$ cat src/rtl/fifo_chain_token_ctl.sv
module fifo_chain_token_ctl (
  input  logic       clk,
  input  logic       rst_n,
  input  logic       solo,
  input  logic       first_n,
  input  logic [1:0] x_in,
  output logic [1:0] x_out,
  input  logic       wr_req,
  input  logic       wr_last,
  input  logic       rd_req,
  input  logic       rd_last,
  input  logic       hf_in,
  input  logic       rt_req,
  output logic       wr_ok,
  output logic       rd_ok,
  output logic       wr_tok,
  output logic       rd_tok,
  output logic       rd_rewind
);
  logic wr_pass, rd_pass;

  assign wr_ok     = wr_req & (solo | wr_tok);
  assign rd_ok     = rd_req & (solo | rd_tok);
  assign wr_pass   = ~solo & wr_ok & wr_last;
  assign rd_pass   = ~solo & rd_ok & rd_last;
  assign x_out     = solo ? {1'b0, hf_in} : {rd_pass, wr_pass};
  assign rd_rewind = solo & rt_req;

  always_ff @(posedge clk) begin
    if (!rst_n) begin
      wr_tok <= ~first_n;
      rd_tok <= ~first_n;
    end else if (!solo) begin
      wr_tok <= (wr_tok & ~wr_pass) | x_in[0];
      rd_tok <= (rd_tok & ~rd_pass) | x_in[1];
    end
  end
endmodule


$ cat config.mk
export PLATFORM = sky130hd
export DESIGN_NAME = fifo_chain_token_ctl
export DESIGN_NICKNAME = d
export VERILOG_FILES = /design/src/rtl/fifo_chain_token_ctl.sv
export SDC_FILE = /design/constraint.sdc
export NUM_CORES = 1
export LEC_CHECK = 0
export ABC_AREA = 1
export ABC_CLOCK_PERIOD_IN_PS = 900
export CAP_MARGIN = 20
export CORE_AREA = 2 2 39 41
export CTS_CLUSTER_SIZE = 30
export DETAILED_ROUTE_END_ITERATION = 7
export DIE_AREA = 0 0 41 43
export PLACE_DENSITY = 0.49
export SLEW_MARGIN = 20
export SYNTH_ARGS = -nofsm -noshare
export SYNTH_HDL_FRONTEND = slang
export SYNTH_SLANG_ARGS = --single-unit
export TNS_END_PERCENT = 20
$ cat constraint.sdc
create_clock -name clk -period 0.9 [get_ports clk]
set_input_delay 0.27 -clock clk [delete_from_list [all_inputs] [get_ports clk]]
set_output_delay 0.27 -clock clk [all_outputs]
set_load 0.1 [all_outputs]
==> results of run 1 <==
[layer usage]
layer / part of all wire [%] / routed length, um / vias to the layer above / GRT usage, %
met5: 0 / 0 / - / 0
met4: 0 / 0 / 0 / 8.000
met3: 15 / 79 / 0 / 1.571
met2: 47 / 248 / 15 / 9.063
met1: 38 / 199 / 97 / 8.013
li1: - / - / 126 / -
[synthesized netlist by cell type, drive strengths merged]
library cell,count
inv,5
edfxtp,2
or2,1
o21a,2
nand4,2
nand2,12
[kinds of logic after synthesis]
kind of cell	count (synthesis)	share of synthesized area (%)
AO/OA/AOI/OAI	2	8.821
buffers and inverters	5	11.02
flip-flops	2	35.30
AND/OR/NAND/NOR	15	44.85
[sequential cells by signal, summed over array words and instances, names as in the netlist]
| register | count |
|---|---|
| rd_tok | 1 |
| wr_tok | 1 |
[cells in the final DEF (no fill, tap or decap)]
cell,instances
or2_1,1
buf_6,1
buf_12,8
nand2_4,2
nand4_2,2
edfxtp_1,2
dlygate4sd2_1,6
nand2_1,8
clkdlybuf4s50_1,3
inv_1,2
nand2_2,2
clkbuf_4,3
clkinvlp_4,1
buf_4,4
inv_2,2
o21a_2,2
[critical path, stage by stage, from the launching register on]
cell	delay [ps]
edfxtp_1	410
o21a_2	240
buf_12	160
[repair_timing]
action / in CTS / in global routing
setup buffers: 1 / 0
pin swaps: 5 / 4
gates resized for setup: 20 / 3
endpoints found under the setup margin: 11 / 9
[stage by stage]
step / total power, W / TNS (ps) / util, % / setup WS (ps) / cells
CTS: 0.0007142 / -2745 / 36.62 / -442.9 / 65
floorplan: 0.0003310 / -6227 / - / -972.7 / 24
global placement: 0.0005120 / -5703 / 34.45 / -709.4 / 61
global route: 0.0007383 / -2902 / 37.79 / -444.4 / 65
detailed placement: 0.0005129 / -5720 / 34.45 / -715.1 / 61
finish: 0.0007051 / -2546 / 37.79 / -408.6 / 65
[final timing paths]
kind,start,endpoint,slack [ps],cells past startpoint
setup / recovery,rd_tok,rd_ok,-410,2
hold / removal,solo,rd_tok,460,3
setup reg to reg,wr_tok,wr_tok,-190,6
hold reg to reg,wr_tok,wr_tok,810,5
[area by class of cell]
cell class,count,area (um^2),area share (%)
Clock buffer,3,22.52,4.306
Inverter,5,22.52,4.306
Multi-Input combinational cell,17,113.9,21.77
Sequential cell,2,60.06,11.48
Tap cell,16,20.02,3.828
Timing Repair Buffer,22,284.0,54.31
[where the power goes]
group,internal [W],switching [W],leakage (nW)
logic,0.000160,0.000231,0.224
clock network,0.000146,0.0000453,0.0138
registers,0.000115,0.00000790,0.0202
total,0.000421,0.000284,0.258
==> flow_summary.ini, run 1 <==
[setup_path]
cp_max_fo = 3
setup.worst_path.class = reg2out
cp.required_ps = 630
crit_path_start_kind = flop
crit_path_end_kind = primary output
arrival_ps = 1040

[floorplanning]
core_um2 = 1384
die_x_um = 41
num_rows = 14
die_y_um = 43
die_area_um2 = 1763
start_util_pct = 12.30
io_pins = 19

[cts]
cts-root-buf = clkbuf_4
cts_hold_buf = 0
cts_sinks = 2
numCtsBuffers = 3
clk_pin_slew_ps = 30
cts.path.max_buffers = 2
htreeDepth = 1
cts_tree = built
clk-insertion-delay-late_ps = 220

[status]
violations = setup timing
outcome = finished, violations left

[global_route]
grt-ovfl-total = 0
antenna_found_initial = 0
grt_max_degree = 7
grt_usage_pct = 6.921
grt_pass1_wl_um = 765
grt_pass1_vias = 214

[timing]
period_share_pct = 145.4
finClkSkew_ps = 0
rsz0062_at_grt = true
worstMarginPinSlew_ps = 134.5
hold_ws_ps = 461.8
slew_headroom_pct = 91.03
clock.fmax_ghz = 0.7642
drv_slew = 0
setup_ws_ps = -408.6
fin_crit_ps = 1309
hold_viol = 0
finalSetupViolCount = 8

[run]
maxCapViolCount = 0

[layout]
syn2layout_area_growth_pct = 207.4
drive_above_1_share_pct = 55.10
stdcell_area_um2 = 523.0
nNetsFinal = 63
diodes = 0
fillers = 153

[logic_synthesis]
yosysTopAreaCellShare_pct = 35.29
ys_ff_latch = 2
synth.cell_area_um2 = 170.2
ys_seq_area_share_pct = 35.29
syn_inst = 24
netlist-cell-type-count = 7
yosysTopAreaCell = edfxtp_1
ys_warn_count = 0
synth_fp_nets = 36
avgSynthCellArea_um2 = 7.090
netlist_top_cells_area = edfxtp_1 (35%), nand2_1 (26%), nand4_2 (15%), inv_1 (8.8%), o21a_1 (8.8%)

[min_path]
hp-class = in2reg

[drt]
initialDrtViolationCount = 0
via_per_inst = 3.662
drt_wl_total_um = 528
drc = 0
ant_nets = 0
drt_first_pass_iters = 1
wl_per_cell_um = 8.123
num_vias = 238

[placed_design]
dpl.hpwl_um = 451.5
dpl_cell_area_um2 = 476.7
gp_congestion = 0.6105
numPortBuffers = 18

[power]
p_leak_nw = 0.2585
pwr_density_cell_nw_per_um2 = 1348
peakVddDrop_uv = 537.1
No activity file was read; power rests on OpenSTA's default activity.
==> run 2, diff against run 1 <==
--- a/config.mk
+++ b/config.mk
@@ -5,14 +5,13 @@
 export SDC_FILE = /design/constraint.sdc
 export NUM_CORES = 1
 export LEC_CHECK = 0
-export ABC_AREA = 1
 export ABC_CLOCK_PERIOD_IN_PS = 900
 export CAP_MARGIN = 20
 export CORE_AREA = 2 2 39 41
 export CTS_CLUSTER_SIZE = 30
 export DETAILED_ROUTE_END_ITERATION = 7
 export DIE_AREA = 0 0 41 43
-export PLACE_DENSITY = 0.49
+export PLACE_DENSITY = 0.48
 export SLEW_MARGIN = 20
 export SYNTH_ARGS = -nofsm -noshare
 export SYNTH_HDL_FRONTEND = slang
==> flow_summary.ini, run 2 <==
[cts]
numCtsBuffers = 3
cts-root-buf = clkbuf_4
htreeDepth = 1
cts_tree = built
clk_pin_slew_ps = 30
clk-insertion-delay-late_ps = 230
cts_sinks = 2
cts.path.max_buffers = 2

[drt]
drc = 0
num_vias = 239
drt_first_pass_iters = 2
drt_wl_total_um = 523
ant_nets = 0
via_per_inst = 3.855
initialDrtViolationCount = 4
wl_per_cell_um = 8.435

[timing]
hold_viol = 0
fin_crit_ps = 1402
clock.fmax_ghz = 0.7134
period_share_pct = 155.7
finalSetupViolCount = 9
finClkSkew_ps = 0
final.setup.tns_ps = -3238
rsz0062_at_grt = true
worstMarginPinSlew_ps = 137.4
setup_ws_ps = -501.7
drv_slew = 0
slew_headroom_pct = 90.78

[min_path]
hp-class = in2reg
hold-path-endpoint = wr_tok
whs_path_depth = 3
hp-start = rst_n

[global_route]
grt_pass1_vias = 220
grt_usage_pct = 7.236
grt-ovfl-total = 0
antenna_found_initial = 0
grt_pass1_wl_um = 779
grt_max_degree = 7

[logic_synthesis]
synth-edff-count = 2
synth_common_cells = nand2_1 (4), nor2b_1 (3)
ys_warn_count = 0
ys_ff_latch = 2
syn_inst = 19
netlist-cell-type-count = 10
synth_most_common_cell = nand2_1
yosys_most_used_dff = edfxtp_1
yosysTopAreaCell = edfxtp_1
synth_fp_nets = 31
netlist_top_cells_area = edfxtp_1 (39%), nor2b_1 (12%), nand2_1 (9.7%), o21a_1 (9.7%), and4b_1 (6.5%)
yosysTopAreaCellShare_pct = 38.71
synth.cell_area_um2 = 155.1
avgSynthCellArea_um2 = 8.166
synthArstFlopShare_pct = 0
ys_seq_area_share_pct = 38.71

[floorplanning]
num_rows = 14
die_x_um = 41
die_y_um = 43
start_util_pct = 11.21
die_area_um2 = 1763
core_um2 = 1384
io_pins = 19

[placed_design]
placed_cells = 58
dpl_cell_area_um2 = 483.0
numPortBuffers = 18
dpl.hpwl_um = 434.3
gp_congestion = 0.6168

[layout]
diodes = 0
layout_common_cells = buf_12 (7), buf_4 (6), clkdlybuf4s50_1 (5), dlygate4sd2_1 (5)
finalNonFillerCells = 62
layout_commonest_cell = buf_12
nNetsFinal = 60
stdcell_area_um2 = 516.7
reg_top3 = rd_tok (1), wr_tok (1)
drive_above_1_share_pct = 52.17
syn2layout_area_growth_pct = 233.1

[run]
maxCapViolCount = 0

[setup_path]
setup.worst_path.class = reg2out
ff2ff_setup_slack_ps = -280
crit_path_start_kind = flop
r2r_end = rd_tok
worst-r2r-cell-count = 4
arrival_ps = 1130
cp.required_ps = 630
cp_max_fo = 2
crit_path_end_kind = primary output
reg2reg_from = rd_tok

[status]
outcome = finished, violations left
violations = setup timing

[power]
p_leak_nw = 0.2269
peakVddDrop_uv = 351.1
finalPower_w = 0.0006930
pwr_density_cell_nw_per_um2 = 1341
## run 2: changes by cell type after synthesis, sizes merged
cell	before	now
inv	5	2
and2	0	1
nand2	12	4
a31oi	0	1
nor2b	0	3
or2	1	0
o21ai	0	3
and4b	0	1
nand4	2	0
## run 2: kinds of logic (layout without fill, tap and decap cells)
kind of cell           count (synthesis)  count (layout)  share of synthesized area [%]
AND/OR/NAND/NOR                        9               9                          33.07
AO/OA/AOI/OAI                          6               6                          23.38
buffers and inverters                  2              29                          4.841
flip-flops                             2               2                          38.71
## run 2: area by class of cell
type | instances | area [um^2]
inverters | 2 | 7.507
fillers | 143 | 867.1
repair buffers | 24 | 290.3
flip-flops and latches | 2 | 60.06
multi-input cells | 15 | 116.4
well taps | 16 | 20.02
clock buffers | 3 | 22.52
## run 2: report_power, final
part | internal, W | switching (W) | leakage [nW]
sequential | 0.000113 | 0.00000541 | 0.0190
combinational | 0.000157 | 0.000215 | 0.194
clock | 0.000147 | 0.0000549 | 0.0138
## run 2: metal layers
layer / wire, um / track usage, %
met1: 186 / 7.097
met4: 14 / 8.000
met5: 0 / 0
met3: 76 / 3.141
met2: 245 / 10.00
## run 2: what timing repair did
action,in CTS,in global routing
buffers inserted,1,0
hold buffers,0,0
gates resized for setup,12,0
pin swaps,2,0
setup endpoints to repair,11,9
cloned,0,0
hold endpoints to repair,0,0
## run 2: how the worst max path moves through the flow
stage,depth (start not counted),from,end
floorplan,3,wr_tok,x_out[0]
CTS,4,wr_tok,x_out[0]
global placement,5,solo,x_out[0]
detailed placement,5,solo,x_out[0]
global route,4,wr_tok,x_out[0]
finish,4,wr_tok,x_out[0]
## run 2: worst max-delay path, stage by stage (launching register included)
cell and delay, ps:
edfxtp_1 380, o21a_4 210, nand2_2 80, o21ai_4 70, buf_12 160
## run 2: stage by stage
step,worst slack [ps],hold slack (ps),utilization [%]
floorplan,-1437,463.6,-
global placement,-795.5,788.3,34.90
detailed placement,-795.3,795.3,34.90
CTS,-515.7,615.8,37.34
global route,-550.0,656.6,37.34
finish,-501.7,619.8,37.34
